**src/rtl/fpres_pkg.sv**
```systemverilog
package fpres_pkg;

    localparam int LAT_W    = 5;
    localparam int MAX_SPAN = 23;

    typedef enum logic [2:0] {
        OP_SARITH = 3'd0,
        OP_DCONV  = 3'd1,
        OP_DARITH = 3'd2,
        OP_SDIV   = 3'd3,
        OP_DDIV   = 3'd4,
        OP_IMUL   = 3'd5,
        OP_FPSCR  = 3'd6,
        OP_NONE   = 3'd7
    } fp_op_e;

    typedef struct packed {
        logic mul_b;
        logic mul_a;
        logic f3;
        logic f2;
        logic f1;
        logic f0;
    } fp_res_t;

    // Resources a class claims k cycles after its issue cycle.
    function automatic fp_res_t class_use(fp_op_e op, int unsigned k, logic alt_mul);
        fp_res_t r;
        r = '0;
        unique case (op)
            OP_SARITH: begin
                r.f0 = (k == 1);
                r.f1 = (k == 1);
                r.f2 = (k == 2);
            end
            OP_DCONV: begin
                r.f0 = (k == 1);
                r.f1 = (k == 1) || (k == 2);
                r.f2 = (k == 2) || (k == 3);
            end
            OP_DARITH: begin
                r.f0 = (k == 1);
                r.f1 = (k >= 1) && (k <= 6);
                r.f2 = (k >= 2) && (k <= 7);
            end
            OP_SDIV: begin
                r.f0 = (k == 1);
                r.f1 = (k == 1) || (k == 10);
                r.f2 = (k == 2) || (k == 11);
                r.f3 = (k >= 1) && (k <= 10);
            end
            OP_DDIV: begin
                r.f0 = (k == 1);
                r.f1 = (k == 1) || (k == 2) || ((k >= 20) && (k <= 22));
                r.f2 = (k == 2) || (k == 3) || ((k >= 21) && (k <= 23));
                r.f3 = (k >= 1) && (k <= 22);
            end
            OP_IMUL: begin
                r.mul_a = !alt_mul && (k >= 1) && (k <= 4);
                r.mul_b =  alt_mul && (k >= 1) && (k <= 4);
                r.f2    = (k == 5);
            end
            OP_FPSCR: begin
                r.f1 = (k >= 2) && (k <= 4);
            end
            default: r = '0;
        endcase
        return r;
    endfunction

    function automatic logic [LAT_W-1:0] class_latency(fp_op_e op);
        unique case (op)
            OP_SARITH: return 5'd3;
            OP_DCONV:  return 5'd4;
            OP_DARITH: return 5'd8;
            OP_SDIV:   return 5'd12;
            OP_DDIV:   return 5'd25;
            OP_IMUL:   return 5'd4;
            OP_FPSCR:  return 5'd4;
            default:   return 5'd0;
        endcase
    endfunction

    // Same-resource overlap, or F1 meeting a multiplier sub-unit.
    function automatic logic clash(fp_res_t held, fp_res_t want);
        logic same, excl;
        same = (held & want) != '0;
        excl = (held.f1 && (want.mul_a || want.mul_b)) ||
               (want.f1 && (held.mul_a || held.mul_b));
        return same || excl;
    endfunction

endpackage

```
**src/rtl/fpres_pattern.sv**
```systemverilog
module fpres_pattern
    import fpres_pkg::*;
#(
    parameter int DEPTH = 26
) (
    input  fp_op_e  op,
    input  logic    alt_mul,
    output fp_res_t pat [DEPTH]
);
    for (genvar k = 0; k < DEPTH; k++) begin : g_off
        assign pat[k] = class_use(op, k, alt_mul);
    end
endmodule

```
**src/rtl/fpres_conflict.sv**
```systemverilog
module fpres_conflict
    import fpres_pkg::*;
#(
    parameter int DEPTH = 26
) (
    input  fp_res_t held [DEPTH],
    input  fp_res_t want [DEPTH],
    output logic    hit
);
    always_comb begin
        hit = 1'b0;
        for (int i = 0; i < DEPTH; i++) begin
            hit = hit | clash(held[i], want[i]);
        end
    end
endmodule

```
**src/rtl/fpres_window.sv**
```systemverilog
module fpres_window
    import fpres_pkg::*;
#(
    parameter int DEPTH = 26
) (
    input  logic    clk,
    input  logic    rst,
    input  logic    merge_en,
    input  fp_res_t add  [DEPTH],
    output fp_res_t held [DEPTH]
);
    // held[i]: resources promised to the cycle i clocks from now.
    for (genvar i = 0; i < DEPTH; i++) begin : g_slot
        if (i < DEPTH - 1) begin : g_mid
            always_ff @(posedge clk) begin
                if (rst)
                    held[i] <= '0;
                else if (merge_en)
                    held[i] <= fp_res_t'(held[i+1] | add[i+1]);
                else
                    held[i] <= held[i+1];
            end


            shift_chk: assert property (@(posedge clk) disable iff (rst)
                !merge_en |=> held[i] == $past(held[i+1]));
        end else begin : g_last
            always_ff @(posedge clk) begin
                held[i] <= '0;
            end
        end


        clear_chk: assert property (@(posedge clk) rst |=> held[i] == '0);


        excl_chk: assert property (@(posedge clk) disable iff (rst)
            !(held[i].f1 && (held[i].mul_a || held[i].mul_b)));
    end
endmodule

```
**src/rtl/fpres_scoreboard.sv**
```systemverilog
module fpres_scoreboard
    import fpres_pkg::*;
#(
    parameter int DEPTH = 26
) (
    input  logic             clk,
    input  logic             rst,
    input  logic             req_valid,
    input  logic [2:0]       req_op,
    output logic             accept,
    output logic             stall,
    output logic             mul_sel,
    output logic [LAT_W-1:0] latency
);
    localparam int N_MUL = 2;

    fp_op_e  op;
    fp_res_t held   [DEPTH];
    fp_res_t cand   [N_MUL][DEPTH];
    fp_res_t chosen [DEPTH];
    logic [N_MUL-1:0] hit;

    assign op = fp_op_e'(req_op);

    // One candidate pattern per multiplier sub-unit; identical for other classes.
    for (genvar u = 0; u < N_MUL; u++) begin : g_cand
        fpres_pattern #(.DEPTH(DEPTH)) u_pat (
            .op      (op),
            .alt_mul (1'(u)),
            .pat     (cand[u])
        );
        fpres_conflict #(.DEPTH(DEPTH)) u_chk (
            .held (held),
            .want (cand[u]),
            .hit  (hit[u])
        );
    end

    always_comb begin
        for (int i = 0; i < DEPTH; i++) begin
            chosen[i] = hit[0] ? cand[1][i] : cand[0][i];
        end
    end

    assign stall   = req_valid && (&hit);
    assign accept  = req_valid && !(&hit);
    assign mul_sel = (op == OP_IMUL) && hit[0];
    assign latency = class_latency(op);

    fpres_window #(.DEPTH(DEPTH)) u_win (
        .clk      (clk),
        .rst      (rst),
        .merge_en (accept),
        .add      (chosen),
        .held     (held)
    );


    stall_accept_excl_chk: assert property (@(posedge clk) disable iff (rst)
        !(stall && accept));


    idle_quiet_chk: assert property (@(posedge clk) disable iff (rst)
        !req_valid |-> (!stall && !accept));


    div_busy_chk: assert property (@(posedge clk) disable iff (rst)
        (accept && op == OP_SDIV) ##1 (req_valid && op == OP_DDIV) |-> stall);


    lat_defined_chk: assert property (@(posedge clk) disable iff (rst)
        (req_valid && op != OP_NONE) |-> latency != '0);
endmodule

```
**config.mk**
```make
export PLATFORM = sky130hd
export DESIGN_NAME = fpres_scoreboard
export DESIGN_NICKNAME = d
export VERILOG_FILES = /design/src/rtl/fpres_pkg.sv /design/src/rtl/fpres_pattern.sv /design/src/rtl/fpres_conflict.sv /design/src/rtl/fpres_window.sv /design/src/rtl/fpres_scoreboard.sv
export SDC_FILE = /design/constraint.sdc
export NUM_CORES = 1
export LEC_CHECK = 0
export ABC_AREA = 0
export ABC_CLOCK_PERIOD_IN_PS = 1700
export BUFFER_PORTS_ARGS = -buffer_cell sky130_fd_sc_hd__buf_2
export CAP_MARGIN = 10
export CORE_MARGIN = 2
export CORE_UTILIZATION = 56
export CTS_BUF_LIST = sky130_fd_sc_hd__clkbuf_8
export CTS_CLUSTER_SIZE = 10
export DETAILED_ROUTE_END_ITERATION = 16
export GPL_ROUTABILITY_DRIVEN = 0
export PLACE_DENSITY = 0.83
export SYNTH_ARGS = -nofsm -noshare
export SYNTH_HDL_FRONTEND = slang
export SYNTH_SLANG_ARGS = --single-unit
```
**constraint.sdc**
```tcl
create_clock -name clk -period 1.7 [get_ports clk]
set_input_delay 0.17 -clock clk [delete_from_list [all_inputs] [get_ports clk]]
set_output_delay 0.17 -clock clk [all_outputs]
set_load 0.005 [all_outputs]
```
==> flow_summary.ini <==
[detailed_routing]
postRouteAntennaNets = 0
drt-vias-per-instance = 6.20
drc = 0
first_iter_violations = 100
dr.pass1.iters = 5
wl_per_cell_um = 19.9
wl_mm = 6.89
vias = 2144

[global_routing]
track_usage = 0.330
grt_pass1_wl_mm = 10.6
grt_pass1_vias = 2137
globalRouteOverflowTotal = 0
antenna_found_initial = 0
grt_max_degree = 44

[outcome]
violations = setup timing
status = finished, violations left

[power_and_ir_drop]
switching_power_mw = 0.835
comb_power_share = 0.296
finalPower_mw = 2.75
netSwitchingFraction = 0.303
cell_internal_pwr_mw = 1.92
powerDensity_nw_per_um2 = 897
ir_drop_uv = 864
power_frac_seq = 0.439
leakagePower_nw = 1.20
clock_power_share = 0.265

[worst_setup_path]
path_max_fanout = 3
r2r_cells = 9
arrival_ps = 2150
cp.required_ps = 1530
critPathTopFamily = compound AO/OA/AOI/OAI gates
crit_buf_inv = 4
reg2reg_from = u_win.held[117]$_SDFF_PP0_
critPathSlowestCell = dfxtp_2
cp_cell_sequence = buf_4 > buf_4 > a31oi_1 > o21ai_0 > a21oi_1 > buf_4 > nand2_1 > nor2_2 > buf_2
crit_path_frequent_cell = buf_4
r2r-end = u_win.held[45]$_SDFF_PP0_
max_stage_delay_ps = 340
r2r_slack_ps = -440
cp-end-kind = primary output
critPathLaunchType = flip-flop
criticalPathCategory = flip-flop to primary output

[cts]
cts-buffers-inserted = 5
cts_max_level = 2
clock_latency_ps = 310
cts_tree = built
cts_root_buffer = clkbuf_8
clk_path_buf_depth = 2
clock_sink_count = 48
worst_setup_hold_path_clk_slew_ps = 90
hold_buffers = 0

[sta]
drv_slew = 0
fmax_mhz = 431
tightest_slew_ps = 646
fin_tns_setup_ps = -13860
setup_violations = 39
finalWorstSetupSlack_ps = -618
holdWs_ps = 440
fin_skew_ps = 5.90
period_minus_slack_ps = 2320
fin_crit_sh = 1.36
max-slew-margin-rel = 0.570
hold_viol_final = 0
rsz0062_at_grt = yes

[worst_hold_path]
hold_start = req_op[0]
whs_path_depth = 4
whs_endpoint = u_win.held[128]$_SDFF_PP0_
min_path_type = input pin to flip-flop

[placement]
dpl_cell_area_um2 = 2600
io_buffers = 13
dp_cells = 327
dp_slack_ps = -239
dpl.hpwl_mm = 3.55

[logic_synthesis]
synth.largest_area_cell = dfxtp_1
synth.avg_cell_area_um2 = 9.35
synthTopCellsByCount = 48 x dfxtp_1, 31 x inv_1, 19 x o22ai_2
synth_area_um2 = 2200
synth.top_cell.area_share = 0.437
synth_ff_type = dfxtp_1
ys_seq_area_frac = 0.437
yosysMostFrequentCell = dfxtp_1
synth-edff-count = 0
netlist_instances = 235
synth_nets = 241
yosys_warnings = 0
post_synth_num_cell_types = 51
ys_seq_elements = 48
synth_area_leaders = dfxtp_1 44%, o22ai_2 11%, inv_1 5.3%
async_flop_share = 0

[die]
start_util = 0.591
die_y_um = 66.6
rows = 22
chipWidth_um = 66.6
design.die.area_um2 = 4440
ios = 14
core_region_area_um2 = 3720

[finish]
stdcell_count = 346
seqCellArea_um2 = 966
largest_reg_flops = 48
antenna-diode-count = 0
nFillCells = 221
multi_input_area_um2 = 1250
drive_gt1_frac = 0.456
postLayoutCoreUtil = 0.826
final_cell_area_um2 = 3070
num-nets-final = 303
largest_register = u_win.held
reg_top3 = u_win.held (48)
syn_to_final_growth_pct = 39.6

[flow_run]
maxCapViolCount = 0
## how the worst max path moves through the flow
| stage | start | to | cells after the start |
|---|---|---|---|
| finish | u_win.held[127]$_SDFF_PP0_ | accept | 9 |
| global placement | u_win.held[128]$_SDFF_PP0_ | stall | 6 |
| detailed placement | u_win.held[141]$_SDFF_PP0_ | u_win.held[145]$_SDFF_PP0_ | 6 |
| CTS | u_win.held[117]$_SDFF_PP0_ | stall | 6 |
| floorplan | u_win.held[141]$_SDFF_PP0_ | stall | 5 |
| global route | u_win.held[117]$_SDFF_PP0_ | accept | 7 |
## power groups by stage
| stage | clock network [mW] | registers (mW) | logic [mW] |
|---|---|---|---|
| 2_1_floorplan | 0 | 1.22 | 0.348 |
| 3_3_place_gp | 0 | 1.22 | 0.548 |
| 3_5_place_dp | 0 | 1.22 | 0.560 |
| 4_1_cts | 0.723 | 1.20 | 0.728 |
| 5_1_grt | 0.777 | 1.21 | 0.859 |
| 6_report | 0.728 | 1.21 | 0.816 |
## cells by family (layout without fill, tap and decap cells)
logic type             after synthesis  count (layout)  share of synthesized area
flip-flops                          48              48                      0.437
buffers and inverters               48             111                     0.0997
AO/OA/AOI/OAI                       65              65                      0.251
AND/OR/NAND/NOR                     73              73                      0.208
XOR/XNOR                             1               1                    0.00399
## what timing repair did
item / in CTS / in global routing
setup endpoints to repair: 39 / 39
gates cloned: 3 / 0
buffers inserted: 10 / 5
pin swaps: 9 / 4
gates resized for setup: 36 / 29
## layout make-up
type | instances | area share
Timing Repair Buffer | 72 | 0.190
Multi-Input combinational cell | 139 | 0.407
Clock inverter | 2 | 0.00449
Inverter | 31 | 0.0379
Clock buffer | 6 | 0.0269
Sequential cell | 48 | 0.315
Tap cell | 48 | 0.0196
## worst reg2reg max path, cell delays in order (launching register included)
cell and delay [ps]:
dfxtp_2 330, or4_4 560, nor3_4 140, a2bb2oi_2 220
buf_4 150, buf_6 100, nand4_4 110, buf_12 190
buf_12 150, o21bai_1 130
## metal layers
layer	routed length (um)	GRT usage	vias to the layer above
met2	3460	0.593	119
met1	2630	0.366	1035
met3	389	0.0659	38
met5	0	0	-
li1	-	-	952
met4	412	0.166	0
## placed cells by master, fill, tap and decap left out, types with 3 or more instances in the layout
cell	netlist	routed
a21oi_1	5	5
buf_2	4	13
buf_4	3	47
buf_6	3	7
buf_8	0	3
clkbuf_8	0	6
dfxtp_1	48	44
dfxtp_2	0	4
inv_1	31	31
nand2_1	9	9
nand2b_1	4	4
nand3b_1	3	3
nand4_1	3	3
nor2_1	9	6
nor2_2	1	3
nor2b_1	12	12
nor3_1	7	5
nor4_4	1	3
o211ai_1	3	3
o21ai_0	13	8
o21ai_1	0	3
o22ai_2	19	19
o22ai_4	0	5
(Power assumes the default switching activity.)
